`src/rtl/wpc_pkg.sv`:
```
package wpc_pkg;

  typedef enum logic [1:0] {
    PROT_NONE    = 2'b00,
    PROT_QUARTER = 2'b01,
    PROT_HALF    = 2'b10,
    PROT_ALL     = 2'b11
  } prot_lvl_e;

  typedef enum logic [2:0] {
    OP_NONE,
    OP_CLR_WEL,
    OP_SET_WEL,
    OP_STATUS_WR,
    OP_ARRAY_WR
  } op_e;

  localparam int STAT_LOCK_BIT = 7;
  localparam int STAT_LVL_HI   = 3;
  localparam int STAT_LVL_LO   = 2;
  localparam int STAT_WEL_BIT  = 1;
  localparam int STAT_BUSY_BIT = 0;

  function automatic logic [7:0] pack_status(input logic in_cycle,
                                             input logic lock_en,
                                             input logic [1:0] lvl,
                                             input logic wel);
    logic [7:0] s;
    s = 8'h00;
    if (in_cycle) begin
      s = 8'hFF;
    end else begin
      s[STAT_LOCK_BIT] = lock_en;
      s[STAT_LVL_HI:STAT_LVL_LO] = lvl;
      s[STAT_WEL_BIT] = wel;
    end
    return s;
  endfunction

endpackage

```
`src/rtl/wpc_addr_guard.sv`:
```
module wpc_addr_guard
  import wpc_pkg::*;
#(
  parameter int ADDR_W = 13
) (
  input  prot_lvl_e          lvl,
  input  logic [ADDR_W-1:0]  addr,
  output logic               hit
);
  localparam int TOP = ADDR_W - 1;

  always_comb begin
    unique case (lvl)
      PROT_NONE:    hit = 1'b0;
      PROT_QUARTER: hit = (addr[TOP -: 2] == 2'b11);
      PROT_HALF:    hit = addr[TOP];
      default:      hit = 1'b1;
    endcase
  end
endmodule

```
`src/rtl/wpc_cmd_select.sv`:
```
module wpc_cmd_select
  import wpc_pkg::*;
(
  input  logic cmd_wren,
  input  logic cmd_wrdi,
  input  logic cmd_wrsr,
  input  logic cmd_write,
  output op_e  op
);
  always_comb begin
    if (cmd_wrdi)       op = OP_CLR_WEL;
    else if (cmd_wren)  op = OP_SET_WEL;
    else if (cmd_wrsr)  op = OP_STATUS_WR;
    else if (cmd_write) op = OP_ARRAY_WR;
    else                op = OP_NONE;
  end
endmodule

```
`src/rtl/wpc_cycle_timer.sv`:
```
module wpc_cycle_timer #(
  parameter int CYCLE_CLKS = 8
) (
  input  logic clk,
  input  logic rst,
  input  logic start,
  output logic busy,
  output logic done
);
  localparam int CNT_W = (CYCLE_CLKS > 1) ? $clog2(CYCLE_CLKS) : 1;
  localparam logic [CNT_W-1:0] LOAD = CNT_W'(CYCLE_CLKS - 1);

  logic [CNT_W-1:0] left_q;
  logic             busy_q;

  assign busy = busy_q;
  assign done = busy_q && (left_q == '0);

  always_ff @(posedge clk) begin
    if (rst) begin
      busy_q <= 1'b0;
      left_q <= '0;
    end else if (start && !busy_q) begin
      busy_q <= 1'b1;
      left_q <= LOAD;
    end else if (done) begin
      busy_q <= 1'b0;
    end else if (busy_q) begin
      left_q <= left_q - 1'b1;
    end
  end
endmodule

```
`src/rtl/wp_status_ctrl.sv`:
```
module wp_status_ctrl
  import wpc_pkg::*;
#(
  parameter int ADDR_W     = 13,
  parameter int CYCLE_CLKS = 8
) (
  input  logic              clk,
  input  logic              rst,
  input  logic              cmd_wren,
  input  logic              cmd_wrdi,
  input  logic              cmd_wrsr,
  input  logic [7:0]        wrsr_data,
  input  logic              cmd_write,
  input  logic [ADDR_W-1:0] write_addr,
  input  logic              wp_n,
  output logic [7:0]        status_byte,
  output logic              write_grant,
  output logic              busy
);
  op_e       op;
  logic      addr_hit;
  logic      tmr_busy, tmr_done;
  logic      hw_lock;

  logic      wel_q, wel_d;
  logic      lock_q, lock_d;
  prot_lvl_e lvl_q, lvl_d;
  logic      pend_sr_q;
  logic      pend_lock_q;
  prot_lvl_e pend_lvl_q;
  logic      grant_q;
  logic [7:0] status_q;

  logic      start, take_sr, busy_d;
  logic [7:0] status_d;

  wpc_cmd_select u_sel (
    .cmd_wren (cmd_wren),
    .cmd_wrdi (cmd_wrdi),
    .cmd_wrsr (cmd_wrsr),
    .cmd_write(cmd_write),
    .op       (op)
  );

  wpc_addr_guard #(.ADDR_W(ADDR_W)) u_guard (
    .lvl (lvl_q),
    .addr(write_addr),
    .hit (addr_hit)
  );

  wpc_cycle_timer #(.CYCLE_CLKS(CYCLE_CLKS)) u_tmr (
    .clk  (clk),
    .rst  (rst),
    .start(start),
    .busy (tmr_busy),
    .done (tmr_done)
  );

  assign hw_lock = lock_q && !wp_n;

  always_comb begin
    wel_d   = wel_q;
    lock_d  = lock_q;
    lvl_d   = lvl_q;
    start   = 1'b0;
    take_sr = 1'b0;
    if (tmr_done) begin
      wel_d = 1'b0;
      if (pend_sr_q) begin
        lock_d = pend_lock_q;
        lvl_d  = pend_lvl_q;
      end
    end else if (!tmr_busy) begin
      unique case (op)
        OP_CLR_WEL: wel_d = 1'b0;
        OP_SET_WEL: wel_d = 1'b1;
        OP_STATUS_WR: begin
          if (wel_q && !hw_lock) begin
            start   = 1'b1;
            take_sr = 1'b1;
          end else begin
            wel_d = 1'b0;
          end
        end
        OP_ARRAY_WR: begin
          if (wel_q && !addr_hit) start = 1'b1;
          else                    wel_d = 1'b0;
        end
        default: ;
      endcase
    end
    busy_d   = start || (tmr_busy && !tmr_done);
    status_d = pack_status(busy_d, lock_d, lvl_d, wel_d);
  end

  always_ff @(posedge clk) begin
    if (rst) begin
      wel_q       <= 1'b0;
      lock_q      <= 1'b0;
      lvl_q       <= PROT_NONE;
      pend_sr_q   <= 1'b0;
      pend_lock_q <= 1'b0;
      pend_lvl_q  <= PROT_NONE;
      grant_q     <= 1'b0;
      status_q    <= 8'h00;
    end else begin
      wel_q    <= wel_d;
      lock_q   <= lock_d;
      lvl_q    <= lvl_d;
      grant_q  <= start;
      status_q <= status_d;
      if (start) begin
        pend_sr_q <= take_sr;
      end else if (tmr_done) begin
        pend_sr_q <= 1'b0;
      end
      if (take_sr) begin
        pend_lock_q <= wrsr_data[STAT_LOCK_BIT];
        pend_lvl_q  <= prot_lvl_e'(wrsr_data[STAT_LVL_HI:STAT_LVL_LO]);
      end
    end
  end

  assign status_byte = status_q;
  assign write_grant = grant_q;
  assign busy        = tmr_busy;
endmodule

```
`config.mk`:
```
export PLATFORM = sky130hd
export DESIGN_NAME = wp_status_ctrl
export DESIGN_NICKNAME = d
export VERILOG_FILES = /design/src/rtl/wpc_pkg.sv /design/src/rtl/wpc_addr_guard.sv /design/src/rtl/wpc_cmd_select.sv /design/src/rtl/wpc_cycle_timer.sv /design/src/rtl/wp_status_ctrl.sv
export SDC_FILE = /design/constraint.sdc
export NUM_CORES = 1
export LEC_CHECK = 0
export ABC_CLOCK_PERIOD_IN_PS = 1200
export CAP_MARGIN = 20
export CELL_PAD_IN_SITES_DETAIL_PLACEMENT = 0
export CELL_PAD_IN_SITES_GLOBAL_PLACEMENT = 1
export CORE_MARGIN = 10
export CORE_UTILIZATION = 26
export DETAILED_ROUTE_END_ITERATION = 8
export PLACE_DENSITY_LB_ADDON = 0.15
export SYNTH_ARGS = -nofsm -noshare
export SYNTH_HDL_FRONTEND = slang
export SYNTH_SLANG_ARGS = --single-unit
```
`constraint.sdc`:
```
create_clock -name clk -period 1.2 [get_ports clk]
set_input_delay 0.24 -clock clk [delete_from_list [all_inputs] [get_ports clk]]
set_output_delay 0.24 -clock clk [all_outputs]
set_load 0.05 [all_outputs]
```
==> run metrics <==
EDFF count, synth=0; final net count=161; CP Max Fanout=4; P_leak=0.591 nW; most frequent cell after synthesis=dfxtp_1; Pre-antenna DRT Iters=4; # rows=20; routed via count=about 790; Slowest-stage cell, CP=dfxtp_2; Yosys cell types=35; average routed wire per standard cell=13.1 µm; Tot GR Track Use=7.92%; number of clock sinks=18; CTS tree=done; worst slew pin tran=0.357 ns; critical path data arrival time=approximately 1.5 ns; synth warn=0; minimum clock period=1.30 ns; Filler Cells Inserted=323; Final Setup Violations=13; drt initial violations=19; Max-Cap Viols=0; final hold vios=0; Reg clk slew, reported paths=0.11 ns; Hold Path Class=primary input to flip-flop; hold_ws=0.391 ns; Ports=38; grt total ovfl=0; min-delay src=cmd_wrsr; top_reg_cell synth=dfxtp_1; CP Launch Point=lvl_q[1]; Largest stage delay, worst path=0.36 ns; initial antenna violation count=0; Final GP Congestion=approximately 0.73; fin crit share=108%; critical path, cell by cell=a21oi_2, o2111a_2, buf_6, o211ai_1, buf_4, o21ai_1; Power Dens Cells=827 nW/µm²; failing checks=setup timing; pin count of the biggest net entering global routing=15; Min-Delay Path Depth=2; synth cell count leaders=18 x dfxtp_1, 8 x inv_1, 7 x nand2_1, 7 x nor2_1; Initial Utilization=27.6%; post-synth top area cell=dfxtp_1; final slew viol count=0; root buf cell=clkbuf_4; final wirelength=~2300 µm; Die Y=77.4 µm; via count of the first global-routing pass=around 850; ys async rst share=0%; Mean Syn Cell Area=9.40 µm²; Synth Cell Area=856 µm²; first-pass GRT wire length=3890 µm; Clock Path Buffers=2; Crit. End Element=flip-flop; die area=around 6000 µm²; syn nets=~120; worst r2r src=lvl_q[1]; achievable frequency=772 MHz; WS Path Type=flip-flop to flip-flop; CP Data Required Time=1.39 ns; Post-DRT Antenna Nets=0; sequential-to-total area share from yosys stat=42.1%; clk_lat worst skew=0.30 ns; DRC Markers=0; Die X=77.4 µm; R2R depth=6; H-Tree Depth=1; P&R area growth vs syn=69.2%; synth top area cells=dfxtp_1 42%, a211oi_2 4.4%, mux2i_1 3.5%; Synth Instances=91; n_diodes=0; core area=roughly 3100 µm²; Yosys reg bits=18; TritonCTS buffer count=3; Worst slew margin=around 76%; post-route setup slack=-0.0960 ns; dpl hpwl=about 1800 µm; Peak VDD IR=0.331 mV; Via density=4.52; crit start category=flip-flop; share of cells above drive strength 1=49.2%; Clock Skew=approximately 0.0088 ns; unrepaired setup endpoints after global routing=true; pre-CTS setup slack=-0.658 ns; outcome=finished, violations left; IO buf count=21; Hold-fix buffers, CTS=0; reg-to-reg slack, setup=-0.1 ns; area share of the largest cell type after synthesis=42.1%; fin util=46.7%
power by group:
| group | leakage (nW) | switching, W | internal [W] |
|---|---|---|---|
| clock | 0.0210 | 0.000197 | 0.000185 |
| combinational | 0.422 | 0.0000902 | 0.000106 |
| sequential | 0.149 | 0.0000143 | 0.000606 |
what timing repair did:
item,4_1_cts,5_1_grt
resized for setup,24,9
setup buffers,3,0
pin swaps,9,4
endpoints found under the setup margin,22,22
final cells by class:
class / instances / area (µm²) / area share [%]
Clock buffer: 4 / 36.3 / 2.51
Inverter: 8 / 30.0 / 2.07
Multi-Input combinational cell: 60 / 503 / 34.7
Sequential cell: 18 / 372 / 25.7
Tap cell: 44 / 55.1 / 3.80
Timing Repair Buffer: 40 / 452 / 31.2
final timing paths:
kind | to
min | wel_q
max | u_tmr.left_q[0]
max reg2reg | u_tmr.left_q[0]
min reg2reg | lvl_q[0]
layer usage:
layer  global-route usage, %  wire, µm  vias up
met3                    2.19        89        4
met5                       0         0        -
met4                    3.28        26        0
li1                        -         -      404
met1                    9.91      1070      362
met2                    12.5      1080       16
kinds of logic after synthesis:
logic type	after synthesis	share of synthesized area (%)
xor+xnor	2	2.05
flops	18	42.1
mux	4	4.82
compound gates	19	19.3
simple gates	33	21.6
fa+ha+maj	2	2.92
buf+inv	13	7.16
flip-flops by register name, summed over array words and instances (netlist names):
register	cells
pend_sr_q	1
lock_q	1
status_byte	5
u_tmr.busy	1
lvl_q	2
wel_q	1
write_grant	1
pend_lvl_q	2
pend_lock_q	1
u_tmr.left_q	3
metrics by stage:
stage / std cells / setup TNS (ns) / power (W) / cell area [µm²]
after CTS: 174 / -1.01 / 0.00121 / 1430
after floorplan: 91 / -0.409 / 0.000711 / 875
final: 174 / -0.773 / 0.00120 / 1450
after detailed placement: 167 / -8.06 / 0.000822 / 1330
after global routing: 174 / -1.87 / 0.00126 / 1450
after global placement: 167 / -7.87 / 0.000819 / 1330
critical path, delay by kind of cell (launching register included):
kind                   cells  cell delay (ns)
buffers and inverters      2             0.28
AOI/OAI and AO/OA          4             0.54
DFF                        1             0.36
placed cells by master (no fill, tap or decap), types with 3 or more instances in the layout:
cell / synthesis / final
buf_12: 0 / 10
dfxtp_1: 18 / 13
inv_2: 0 / 3
nor2_1: 7 / 6
clkbuf_4: 0 / 3
nand2_1: 7 / 6
buf_4: 3 / 18
dlygate4sd2_1: 0 / 5
a211oi_2: 3 / 3
clkdlybuf4s50_1: 0 / 4
nand3_1: 4 / 4
dfxtp_2: 0 / 3
inv_1: 8 / 5
o21ai_1: 0 / 3
nand2b_1: 4 / 3
mux2i_1: 3 / 3
No activity file was read; power rests on OpenSTA's default activity.
